--- src/rtl/spi_dport_pkg.sv ---
package spi_dport_pkg;
  localparam int unsigned LANES = 4;

  typedef enum logic [2:0] {
    REG_DATA = 3'd0,
    REG_FMT  = 3'd1,
    REG_CTRL = 3'd2,
    REG_STAT = 3'd3,
    REG_CFG  = 3'd4
  } reg_sel_e;

  localparam int unsigned FMT_PACK    = 7;
  localparam int unsigned CTL_CORE    = 0;
  localparam int unsigned CTL_RXCLR   = 1;
  localparam int unsigned CTL_TXCLR   = 2;
  localparam int unsigned CTL_RXDMA   = 3;
  localparam int unsigned CTL_TXDMA   = 4;
  localparam int unsigned ST_RX_EMPTY = 14;
  localparam int unsigned ST_RX_FULL  = 15;
  localparam int unsigned ST_TX_EMPTY = 22;
  localparam int unsigned ST_TX_FULL  = 23;
endpackage

--- src/rtl/spi_dport_fifo.sv ---
module spi_dport_fifo #(
  parameter int unsigned AW    = 4,
  parameter int unsigned LANES = 4,
  parameter int unsigned NW    = $clog2(LANES + 1)
) (
  input  logic                 clk_i,
  input  logic                 rst_ni,
  input  logic                 clr_i,
  input  logic [NW-1:0]        push_n_i,
  input  logic [8*LANES-1:0]   push_data_i,
  input  logic [NW-1:0]        pop_n_i,
  output logic [8*LANES-1:0]   pop_data_o,
  output logic [AW:0]          count_o
);
  localparam int unsigned DEPTH = 1 << AW;

  logic [7:0]    mem [DEPTH];
  logic [AW-1:0] wr_ptr, rd_ptr;
  logic [AW:0]   cnt;

  always_ff @(posedge clk_i) begin
    if (!clr_i) begin
      for (int k = 0; k < LANES; k++) begin
        if (NW'(k) < push_n_i) mem[wr_ptr + AW'(k)] <= push_data_i[8*k +: 8];
      end
    end
  end

  always_ff @(posedge clk_i or negedge rst_ni) begin
    if (!rst_ni) begin
      wr_ptr <= '0;
      rd_ptr <= '0;
      cnt    <= '0;
    end else if (clr_i) begin
      wr_ptr <= '0;
      rd_ptr <= '0;
      cnt    <= '0;
    end else begin
      wr_ptr <= wr_ptr + AW'(push_n_i);
      rd_ptr <= rd_ptr + AW'(pop_n_i);
      cnt    <= cnt + (AW+1)'(push_n_i) - (AW+1)'(pop_n_i);
    end
  end

  for (genvar k = 0; k < LANES; k++) begin : g_lane
    assign pop_data_o[8*k +: 8] = mem[rd_ptr + AW'(k)];
  end

  assign count_o = cnt;

  // callers never ask for more than the storage holds
  a_r4_push_fits: assert property (@(posedge clk_i) disable iff (!rst_ni)
    !clr_i |-> ((AW+1)'(push_n_i) <= (AW+1)'(DEPTH) - cnt));
  a_r4_pop_fits: assert property (@(posedge clk_i) disable iff (!rst_ni)
    !clr_i |-> ((AW+1)'(pop_n_i) <= cnt));
  a_r4_no_overflow: assert property (@(posedge clk_i) disable iff (!rst_ni)
    cnt <= (AW+1)'(DEPTH));
  a_r5_clr_empties: assert property (@(posedge clk_i) disable iff (!rst_ni)
    clr_i |=> (count_o == '0));
endmodule

--- src/rtl/spi_dport_rst_seq.sv ---
module spi_dport_rst_seq #(
  parameter int unsigned CYCLES = 4,
  parameter int unsigned CW     = $clog2(CYCLES + 1)
) (
  input  logic clk_i,
  input  logic rst_ni,
  input  logic start_i,
  output logic busy_o
);
  logic [CW-1:0] cnt;
  logic          busy;

  always_ff @(posedge clk_i or negedge rst_ni) begin
    if (!rst_ni) begin
      busy <= 1'b0;
      cnt  <= '0;
    end else if (start_i) begin
      busy <= 1'b1;
      cnt  <= CW'(CYCLES - 1);
    end else if (busy) begin
      if (cnt == '0) busy <= 1'b0;
      else           cnt  <= cnt - 1'b1;
    end
  end

  assign busy_o = busy;

  a_r5_start_busy: assert property (@(posedge clk_i) disable iff (!rst_ni)
    start_i |=> busy_o);
  a_r5_cnt_bound: assert property (@(posedge clk_i) disable iff (!rst_ni)
    cnt <= CW'(CYCLES - 1));
  a_r5_self_clear: assert property (@(posedge clk_i) disable iff (!rst_ni)
    (busy_o && cnt == '0 && !start_i) |=> !busy_o);
endmodule

--- src/rtl/spi_data_port.sv ---
module spi_data_port #(
  parameter int unsigned TX_AW      = 4,
  parameter int unsigned RX_AW      = 4,
  parameter int unsigned RST_CYCLES = 4
) (
  input  logic        clk_i,
  input  logic        rst_ni,
  input  logic        req_i,
  input  logic        we_i,
  input  logic [2:0]  addr_i,
  input  logic [31:0] wdata_i,
  output logic [31:0] rdata_o,
  output logic        core_rst_o,
  input  logic        tx_pop_i,
  output logic [7:0]  tx_byte_o,
  output logic        tx_avail_o,
  input  logic        rx_push_i,
  input  logic [7:0]  rx_byte_i,
  output logic        tx_dma_req_o,
  output logic        rx_dma_req_o
);
  import spi_dport_pkg::*;

  localparam int unsigned TX_DEPTH = 1 << TX_AW;
  localparam int unsigned RX_DEPTH = 1 << RX_AW;
  localparam int unsigned NW       = $clog2(LANES + 1);
  localparam int unsigned NSEQ     = 3;

  logic pack_q, rx_dma_en_q, tx_dma_en_q;

  logic wr_data, rd_data, wr_fmt, wr_ctrl;
  assign wr_data = req_i &&  we_i && addr_i == REG_DATA;
  assign rd_data = req_i && !we_i && addr_i == REG_DATA;
  assign wr_fmt  = req_i &&  we_i && addr_i == REG_FMT;
  assign wr_ctrl = req_i &&  we_i && addr_i == REG_CTRL;

  // self-clearing reset requests: core, rx clear, tx clear
  logic [NSEQ-1:0] seq_start, seq_busy;
  for (genvar g = 0; g < NSEQ; g++) begin : g_seq
    assign seq_start[g] = wr_ctrl && wdata_i[g];
    spi_dport_rst_seq #(.CYCLES(RST_CYCLES)) i_seq (
      .clk_i   (clk_i),
      .rst_ni  (rst_ni),
      .start_i (seq_start[g]),
      .busy_o  (seq_busy[g])
    );
  end

  logic tx_clr, rx_clr;
  assign tx_clr     = seq_busy[CTL_CORE] | seq_busy[CTL_TXCLR];
  assign rx_clr     = seq_busy[CTL_CORE] | seq_busy[CTL_RXCLR];
  assign core_rst_o = seq_busy[CTL_CORE];

  always_ff @(posedge clk_i or negedge rst_ni) begin
    if (!rst_ni) begin
      pack_q      <= 1'b0;
      rx_dma_en_q <= 1'b0;
      tx_dma_en_q <= 1'b0;
    end else begin
      if (wr_fmt) pack_q <= wdata_i[FMT_PACK];
      if (wr_ctrl) begin
        rx_dma_en_q <= wdata_i[CTL_RXDMA];
        tx_dma_en_q <= wdata_i[CTL_TXDMA];
      end
    end
  end

  logic [NW-1:0] need_n;
  assign need_n = pack_q ? NW'(LANES) : NW'(1);

  // transmit queue
  logic [TX_AW:0]  tx_cnt, tx_free;
  logic [NW-1:0]   tx_push_n, tx_pop_n;
  logic [31:0]     tx_push_data, tx_pop_data;
  logic            tx_room;

  assign tx_free      = (TX_AW+1)'(TX_DEPTH) - tx_cnt;
  assign tx_room      = !tx_clr && tx_free >= (TX_AW+1)'(need_n);
  assign tx_push_n    = (wr_data && tx_room) ? need_n : '0;
  assign tx_push_data = pack_q ? wdata_i : {24'd0, wdata_i[7:0]};
  assign tx_avail_o   = !tx_clr && tx_cnt != '0;
  assign tx_pop_n     = (tx_pop_i && tx_avail_o) ? NW'(1) : '0;

  spi_dport_fifo #(.AW(TX_AW), .LANES(LANES)) i_tx_fifo (
    .clk_i       (clk_i),
    .rst_ni      (rst_ni),
    .clr_i       (tx_clr),
    .push_n_i    (tx_push_n),
    .push_data_i (tx_push_data),
    .pop_n_i     (tx_pop_n),
    .pop_data_o  (tx_pop_data),
    .count_o     (tx_cnt)
  );

  assign tx_byte_o = tx_pop_data[7:0];
  logic unused_tx_lanes;
  assign unused_tx_lanes = ^tx_pop_data[31:8];

  // receive queue
  logic [RX_AW:0]  rx_cnt;
  logic [NW-1:0]   rx_push_n, rx_pop_n;
  logic [31:0]     rx_pop_data;
  logic            rx_ok;

  assign rx_push_n = (rx_push_i && !rx_clr && rx_cnt != (RX_AW+1)'(RX_DEPTH)) ? NW'(1) : '0;
  assign rx_ok     = !rx_clr && rx_cnt >= (RX_AW+1)'(need_n);
  assign rx_pop_n  = (rd_data && rx_ok) ? need_n : '0;

  spi_dport_fifo #(.AW(RX_AW), .LANES(LANES)) i_rx_fifo (
    .clk_i       (clk_i),
    .rst_ni      (rst_ni),
    .clr_i       (rx_clr),
    .push_n_i    (rx_push_n),
    .push_data_i ({24'd0, rx_byte_i}),
    .pop_n_i     (rx_pop_n),
    .pop_data_o  (rx_pop_data),
    .count_o     (rx_cnt)
  );

  // DMA requests at the half-depth watermark
  assign tx_dma_req_o = tx_dma_en_q && tx_free >= (TX_AW+1)'(TX_DEPTH / 2);
  assign rx_dma_req_o = rx_dma_en_q && rx_cnt  >= (RX_AW+1)'(RX_DEPTH / 2);

  // read mux
  logic [31:0] stat_w, ctrl_w, data_w;
  always_comb begin
    stat_w              = '0;
    stat_w[ST_RX_EMPTY] = rx_cnt == '0;
    stat_w[ST_RX_FULL]  = rx_cnt == (RX_AW+1)'(RX_DEPTH);
    stat_w[ST_TX_EMPTY] = tx_cnt == '0;
    stat_w[ST_TX_FULL]  = tx_cnt == (TX_AW+1)'(TX_DEPTH);
    ctrl_w              = '0;
    ctrl_w[NSEQ-1:0]    = seq_busy;
    ctrl_w[CTL_RXDMA]   = rx_dma_en_q;
    ctrl_w[CTL_TXDMA]   = tx_dma_en_q;
    if (!rx_ok)      data_w = '0;
    else if (pack_q) data_w = rx_pop_data;
    else             data_w = {24'd0, rx_pop_data[7:0]};
  end

  always_comb begin
    unique case (addr_i)
      REG_DATA: rdata_o = data_w;
      REG_FMT:  rdata_o = {24'd0, pack_q, 7'd0};
      REG_CTRL: rdata_o = ctrl_w;
      REG_STAT: rdata_o = stat_w;
      REG_CFG:  rdata_o = {24'd0, 4'(TX_AW - 1), 4'(RX_AW - 1)};
      default:  rdata_o = '0;
    endcase
  end

  // a byte write into a full transmit queue leaves its fill level alone
  a_r4_drop_full: assert property (@(posedge clk_i) disable iff (!rst_ni)
    (wr_data && !tx_clr && !tx_pop_i && tx_cnt == (TX_AW+1)'(TX_DEPTH)) |=> $stable(tx_cnt));
  // an empty read removes nothing
  a_r4_empty_read: assert property (@(posedge clk_i) disable iff (!rst_ni)
    (rd_data && !rx_clr && !rx_push_i && rx_cnt == '0) |=> (rx_cnt == '0));
  // no request while the matching enable is off
  a_r7_dma_gated: assert property (@(posedge clk_i) disable iff (!rst_ni)
    ((!tx_dma_en_q -> !tx_dma_req_o) && (!rx_dma_en_q -> !rx_dma_req_o)));
endmodule

--- config.mk ---
export PLATFORM = sky130hd
export DESIGN_NAME = spi_data_port
export DESIGN_NICKNAME = d
export VERILOG_FILES = /design/src/rtl/spi_dport_pkg.sv /design/src/rtl/spi_dport_fifo.sv /design/src/rtl/spi_dport_rst_seq.sv /design/src/rtl/spi_data_port.sv
export SDC_FILE = /design/constraint.sdc
export NUM_CORES = 1
export LEC_CHECK = 0
export BUFFER_PORTS_ARGS = -buffer_cell sky130_fd_sc_hd__buf_2
export CELL_PAD_IN_SITES_DETAIL_PLACEMENT = 2
export CELL_PAD_IN_SITES_GLOBAL_PLACEMENT = 2
export CORE_UTILIZATION = 45
export CTS_BUF_LIST = sky130_fd_sc_hd__clkbuf_4 sky130_fd_sc_hd__clkbuf_8
export DETAILED_ROUTE_END_ITERATION = 12
export HOLD_SLACK_MARGIN = 0.06
export PLACE_DENSITY = 0.79
export SLEW_MARGIN = 20
export SYNTH_ARGS = -nofsm -noshare
export SYNTH_HDL_FRONTEND = slang
export SYNTH_SLANG_ARGS = --single-unit
--- constraint.sdc ---
create_clock -name clk_i -period 4.5 [get_ports clk_i]
set_input_delay 0.45 -clock clk_i [delete_from_list [all_inputs] [get_ports clk_i]]
set_output_delay 0.45 -clock clk_i [all_outputs]
set_load 0.05 [all_outputs]
### Word-level counts from Yosys, hierarchy flattened

Memory sizes are Yosys's and may differ from the RTL's.
Index checks and enable logic that the tools add are counted.

* $add $sub $neg: 21
* magnitude comparators: 12
* eq/ne operators: 10
* multiplexer cells: 66
* bitwise operators: 2
* reduce and logical (&&, ||, !) cells: 38

Operators by type and width (count)
* $pmux 32 s5: 1
* $mux 32: 3
* $mux 1: 38
* $mux 3: 12
* $mux 4: 7
* $add 4x2->4 const B: 6
* $mux 8: 3
* $reduce_or 8->1: 3
* $logic_and 1x1->1: 19
* $add 4x1->4 const B: 3
* $logic_not 3->1: 4
* $eq 5x5->1 const B: 2
* $ge 5x3->1: 2
* $ge 5x4->1 const B: 2
* $logic_not 5->1: 2
* $mux 5: 2
* $sub 3x1->3 const B: 3
* $add 4x1->4: 2
* $add 4x3->4: 2
* $eq 3x2->1 const B: 2
* $lt 1x3->1 const A: 2
* $lt 2x3->1 const A: 2
* $ne 2x1->1 const B: 3
* $reduce_and 2->1: 3
* other kinds (14): 21

* flip-flop bits (word level): 41
* memory bits (writable): 256
* input bits: 49
* output and inout bits: 44
* logic and storage cells: 166
* memories: 2

Memories
* i_rx_fifo.mem: words 16, bits a word 8, read ports 4, clocked after memory_dff 0, write ports 1, RTL line spi_dport_fifo.sv:17 `logic [7:0] mem [DEPTH];`
* i_tx_fifo.mem: words 16, bits a word 8, read ports 1, clocked after memory_dff 0, write ports 4, RTL line spi_dport_fifo.sv:17

### Longest topological paths before layout

* word-level depth: 13
* gate-level depth with buffers: 20
* mapped depth without buffers: 18

### By module

From an unflattened synthesis, not the netlist that was laid out.

* cell total of the unflattened synthesis: 3093
* area total of the unflattened synthesis: 28870.2 um2

Modules (own cells, without submodules)
* spi_dport_fifo (i_rx_fifo): instances 1, cells an instance 1463, area an instance 13629.3 um2, seq. area each 4169.0 um2
* spi_dport_fifo (i_tx_fifo): instances 1, cells an instance 1427, area an instance 13564.3 um2, seq. area each 4169.0 um2
* spi_data_port: instances 1, cells an instance 146, area an instance 1038.5 um2, seq. area each 75.1 um2
* spi_dport_rst_seq: instances 3, cells an instance 19, area an instance 212.7 um2, seq. area each 100.1 um2

### Worst setup path after synthesis

OpenSTA, ideal clock, no wires.

* path type: reg2out
* start point: reg pack_q
* end point: out rdata_o[4]
* arrival: 3646 ps
* required time: 4050 ps
* slack: 404 ps
* cell stages (with the launch flop): 12
* cells stage by stage: dfrtp_1 clkbuf_1 clkbuf_1 clkbuf_1 inv_1 ha_1 nor4b_1 o21ai_0 a31oi_1 clkbuf_1 a221oi_1 a211oi_1

* word-level cells in the longest chain between the ends: 5

Ends and longest elaborated chain
* start: declaration: RTL line spi_data_port.sv:29 `logic pack_q, rx_dma_en_q, tx_dma_en_q;`
* start signal: assignment: RTL line spi_data_port.sv:60 `if (wr_fmt) pack_q <= wdata_i[FMT_PACK];`
* $mux 3: RTL line spi_data_port.sv:69 `assign need_n = pack_q ? NW'(LANES) : NW'(1);`
* $ge 5x3->1: RTL line spi_data_port.sv:106 `assign rx_ok = !rx_clr && rx_cnt >= (RX_AW+1)'(need_n);`
* $logic_and 1x1->1: RTL line spi_data_port.sv:106
* $mux 32: RTL line spi_data_port.sv:136 `if (!rx_ok) data_w = '0;`
* $pmux 32 s5: RTL line spi_data_port.sv:142 `unique case (addr_i)`
* end: declaration: RTL line spi_data_port.sv:12 `output logic [31:0] rdata_o,`

No other way between the ends.

### Worst setup path in the final report

* start point: reg i_rx_fifo.rd_ptr[1]
* end point: out rdata_o[15]

* word-level cells in the longest chain between the ends: 5

Ends and longest elaborated chain
* start: declaration: RTL line spi_dport_fifo.sv:18 `logic [AW-1:0] wr_ptr, rd_ptr;`
* start signal: assignment: RTL line spi_dport_fifo.sv:40 `rd_ptr <= rd_ptr + AW'(pop_n_i);`
* $add 4x1->4: RTL line spi_dport_fifo.sv:46 `assign pop_data_o[8*k +: 8] = mem[rd_ptr + AW'(k)];`
* $mem_v2 16x8
* $mux 32: RTL line spi_data_port.sv:137 `else if (pack_q) data_w = rx_pop_data;`
* $mux 32: RTL line spi_data_port.sv:136
* $pmux 32 s5: RTL line spi_data_port.sv:142

No other way between the ends.

==> flow_summary.json <==
{
  "num_antenna_cells": 0,
  "whs_ns": 0.119,
  "status": "finished clean",
  "cp-start-kind": "register",
  "hold_viol": 0,
  "fin_worst_skew_ns": 0.0375,
  "cp_data_arrival_time_ns": 3.95,
  "avgRoutedWirePerCell_um": 37.4,
  "power.density_nw_per_um2": 480,
  "ys_seq_area_share_pct": 42.6,
  "dieArea_um2": 46300,
  "n_fill_cell": 4225,
  "startpoint": "i_rx_fifo.rd_ptr[1]",
  "numClockSinks": 297,
  "worst_slew_pin_slew_ns": 1.20,
  "synth_edf_count": 256,
  "cap_violations": 0,
  "antenna_left": 0,
  "clock_latency_ns": 0.70,
  "peakVddDrop_mv": 0.396,
  "drc": 0,
  "path_cells": "buf_6 -> ha_1 -> nand2_1 -> xor2_1 -> mux4_2 -> nand3_1 -> o21ai_0 -> buf_2",
  "clk_transition_reported_paths_ns": 0.07,
  "crit_type": "register to output pin",
  "port-buffer-count": 92,
  "regArea_um2": 8720,
  "post-dp-hpwl_mm": 58.5,
  "place.gp.congestion": 0.931,
  "postCtsSetupRepairBufs": 0,
  "die_y_um": 215,
  "grt_usage_pct": 37.9,
  "syn-mean-instance-area_um2": 12.6,
  "drt_iter0_markers": 1928,
  "antenna_found_initial": 3,
  "placed_cell_area_um2": 21500,
  "min_period_ns": 4.40,
  "p_leak_nw": 8.06,
  "start_util_pct": 46.0,
  "die_w_um": 215,
  "cp_slowest_cell": "dfrtp_1",
  "post-route-period-util_pct": 97.7,
  "num_io_pins": 93,
  "vias": 17000,
  "layout_common_cells": "edfxtp_1, mux4_2, nor2_1",
  "synth_warnings": 0,
  "grt_pass1_wl_mm": 128,
  "drive_gt1_share_pct": 29.5,
  "cts-root-buf": "clkbuf_8",
  "ys_ff_latch": 297,
  "wl_mm": 86.9,
  "grt_pass1_vias": 18300,
  "design_area_um2": 22800,
  "cts_tree": "built",
  "fmax_ghz": 0.227,
  "avgViaCountPerCell": 7.30,
  "synth_top_cell_area_share_pct": 37.6,
  "hold_path_class": "input port to register",
  "worstReg2RegStart": "i_tx_fifo.wr_ptr[1]",
  "core_um2": 44500,
  "required_ns": 4.05,
  "power_mw": 10.9,
  "layout_commonest_cell": "edfxtp_1",
  "grt_max_degree": 124,
  "yosys.area.top_type": "edfxtp_1",
  "numCtsBuffers": 54,
  "endpoint_kind": "output pin",
  "dr.pass1.iters": 6,
  "syn_to_final_growth_pct": 11.4,
  "nets": 1780,
  "postLayoutCoreUtil_pct": 51.2,
  "rsz0062_at_grt": "no",
  "clockBufferDepth": 3,
  "timing.setup.tns_ns": 0,
  "multi_input_area_um2": 10900,
  "ys_types": 81,
  "htreeDepth": 2,
  "synth_fp_nets": 1722,
  "yosys-top-cells-area": "edfxtp_1, mux4_2, dfrtp_1",
  "grt-ovfl-total": 0,
  "maxSlewViolCount": 0,
  "synth_area_um2": 20500,
  "ys_async_sr_fraction_pct": 13.8,
  "slowest_delay_ns": 0.67,
  "cp_max_fo": 22,
  "finalSetupViolations": 0,
  "synthCells": 1628,
  "min_from": "rx_byte_i[5]",
  "fp-row-count": 77,
  "synth-main-ff-cell": "edfxtp_1",
  "slew_headroom_pct": 19.5
}
## path summary, 6_finish.rpt
kind / endpoint / cells after the start / slack [ns]
max: rdata_o[15] / 8 / 0.10
min: i_rx_fifo.mem[2][5] / 1 / 0.12
max reg2reg: i_tx_fifo.mem[13][0] / 8 / 0.52
min reg2reg: g_seq[1].i_seq.cnt[1] / 2 / 0.52
max in group asynchronous: i_rx_fifo.rd_ptr[0] / 3 / 3.68
min in group asynchronous: i_rx_fifo.count_o[4] / 3 / 0.38
## layer usage
| layer | routed length [µm] | GRT usage, % |
|---|---|---|
| met5 | 9 | 0 |
| met4 | 5720 | 23.3 |
| met3 | 7140 | 5.72 |
| met2 | 43100 | 64.2 |
| met1 | 30900 | 45.4 |
## cell usage after synthesis, drive strengths merged, types with 45 or more instances
| cell | number |
|---|---|
| a21oi | 60 |
| a221oi | 45 |
| buf | 54 |
| clkbuf | 99 |
| edfxtp | 256 |
| inv | 46 |
| mux2i | 72 |
| mux4 | 200 |
| nand2 | 107 |
| nor2 | 114 |
| o21ai | 58 |
| o22ai | 53 |
## layout make-up
| cell class | count | share of cell area, % |
|---|---|---|
| inverter | 46 | 0.758 |
| tap | 592 | 3.25 |
| timing repair buffer | 155 | 4.23 |
| sequential | 297 | 38.3 |
| clock buffer | 71 | 3.93 |
| multi-input combinational | 1132 | 48.1 |
| clock inverter | 30 | 1.50 |
## stage by stage
stage	std cells	setup slack, ns
global placement	2221	0.798
global route	2323	0.0259
floorplan	1628	0.404
detailed placement	2221	0.583
finish	2323	0.101
CTS	2323	0.0245
## cell families (layout without fill, tap and decap cells)
kind of cell | count (synthesis) | count (layout) | share of synthesized area, %
mux | 297 | 297 | 26.9
compound gates | 345 | 345 | 11.7
simple gates | 418 | 418 | 10.6
xor+xnor | 27 | 27 | 1.23
fa+ha+maj | 45 | 45 | 2.83
flops | 297 | 297 | 42.6
buf+inv | 199 | 302 | 4.10
## sequential cells by signal, indices dropped and copies added, names as in the netlist, 5 cells and up
signal,flops
i_rx_fifo.count_o,5
i_tx_fifo.mem,128
i_rx_fifo.mem,128
g_seq.i_seq.cnt,9
i_tx_fifo.count_o,5
## critical path, delay by kind of cell, from the launching register on
family / cells / cell delay [ns]
compound gates: 1 / 0.16
xor+xnor: 1 / 0.55
fa+ha+maj: 1 / 0.32
buf+inv: 2 / 0.61
flops: 1 / 0.67
mux: 1 / 0.61
simple gates: 2 / 0.28
## repair_timing
action | 4_1_cts | 5_1_grt
gates resized for setup | 1 | 1
pin swaps | 0 | 0
hold buffers | 1 | 0
hold endpoints to repair | 41 | 0
endpoints found under the setup margin | 6 | 16
## report_power, final
| part | internal [mW] | switching, mW | leakage [nW] |
|---|---|---|---|
| Clock | 1.72 | 1.35 | 0.636 |
| Combinational | 1.70 | 2.61 | 4.60 |
| Sequential | 3.22 | 0.335 | 2.82 |
Note: power is estimated with default switching activity, not from simulation.
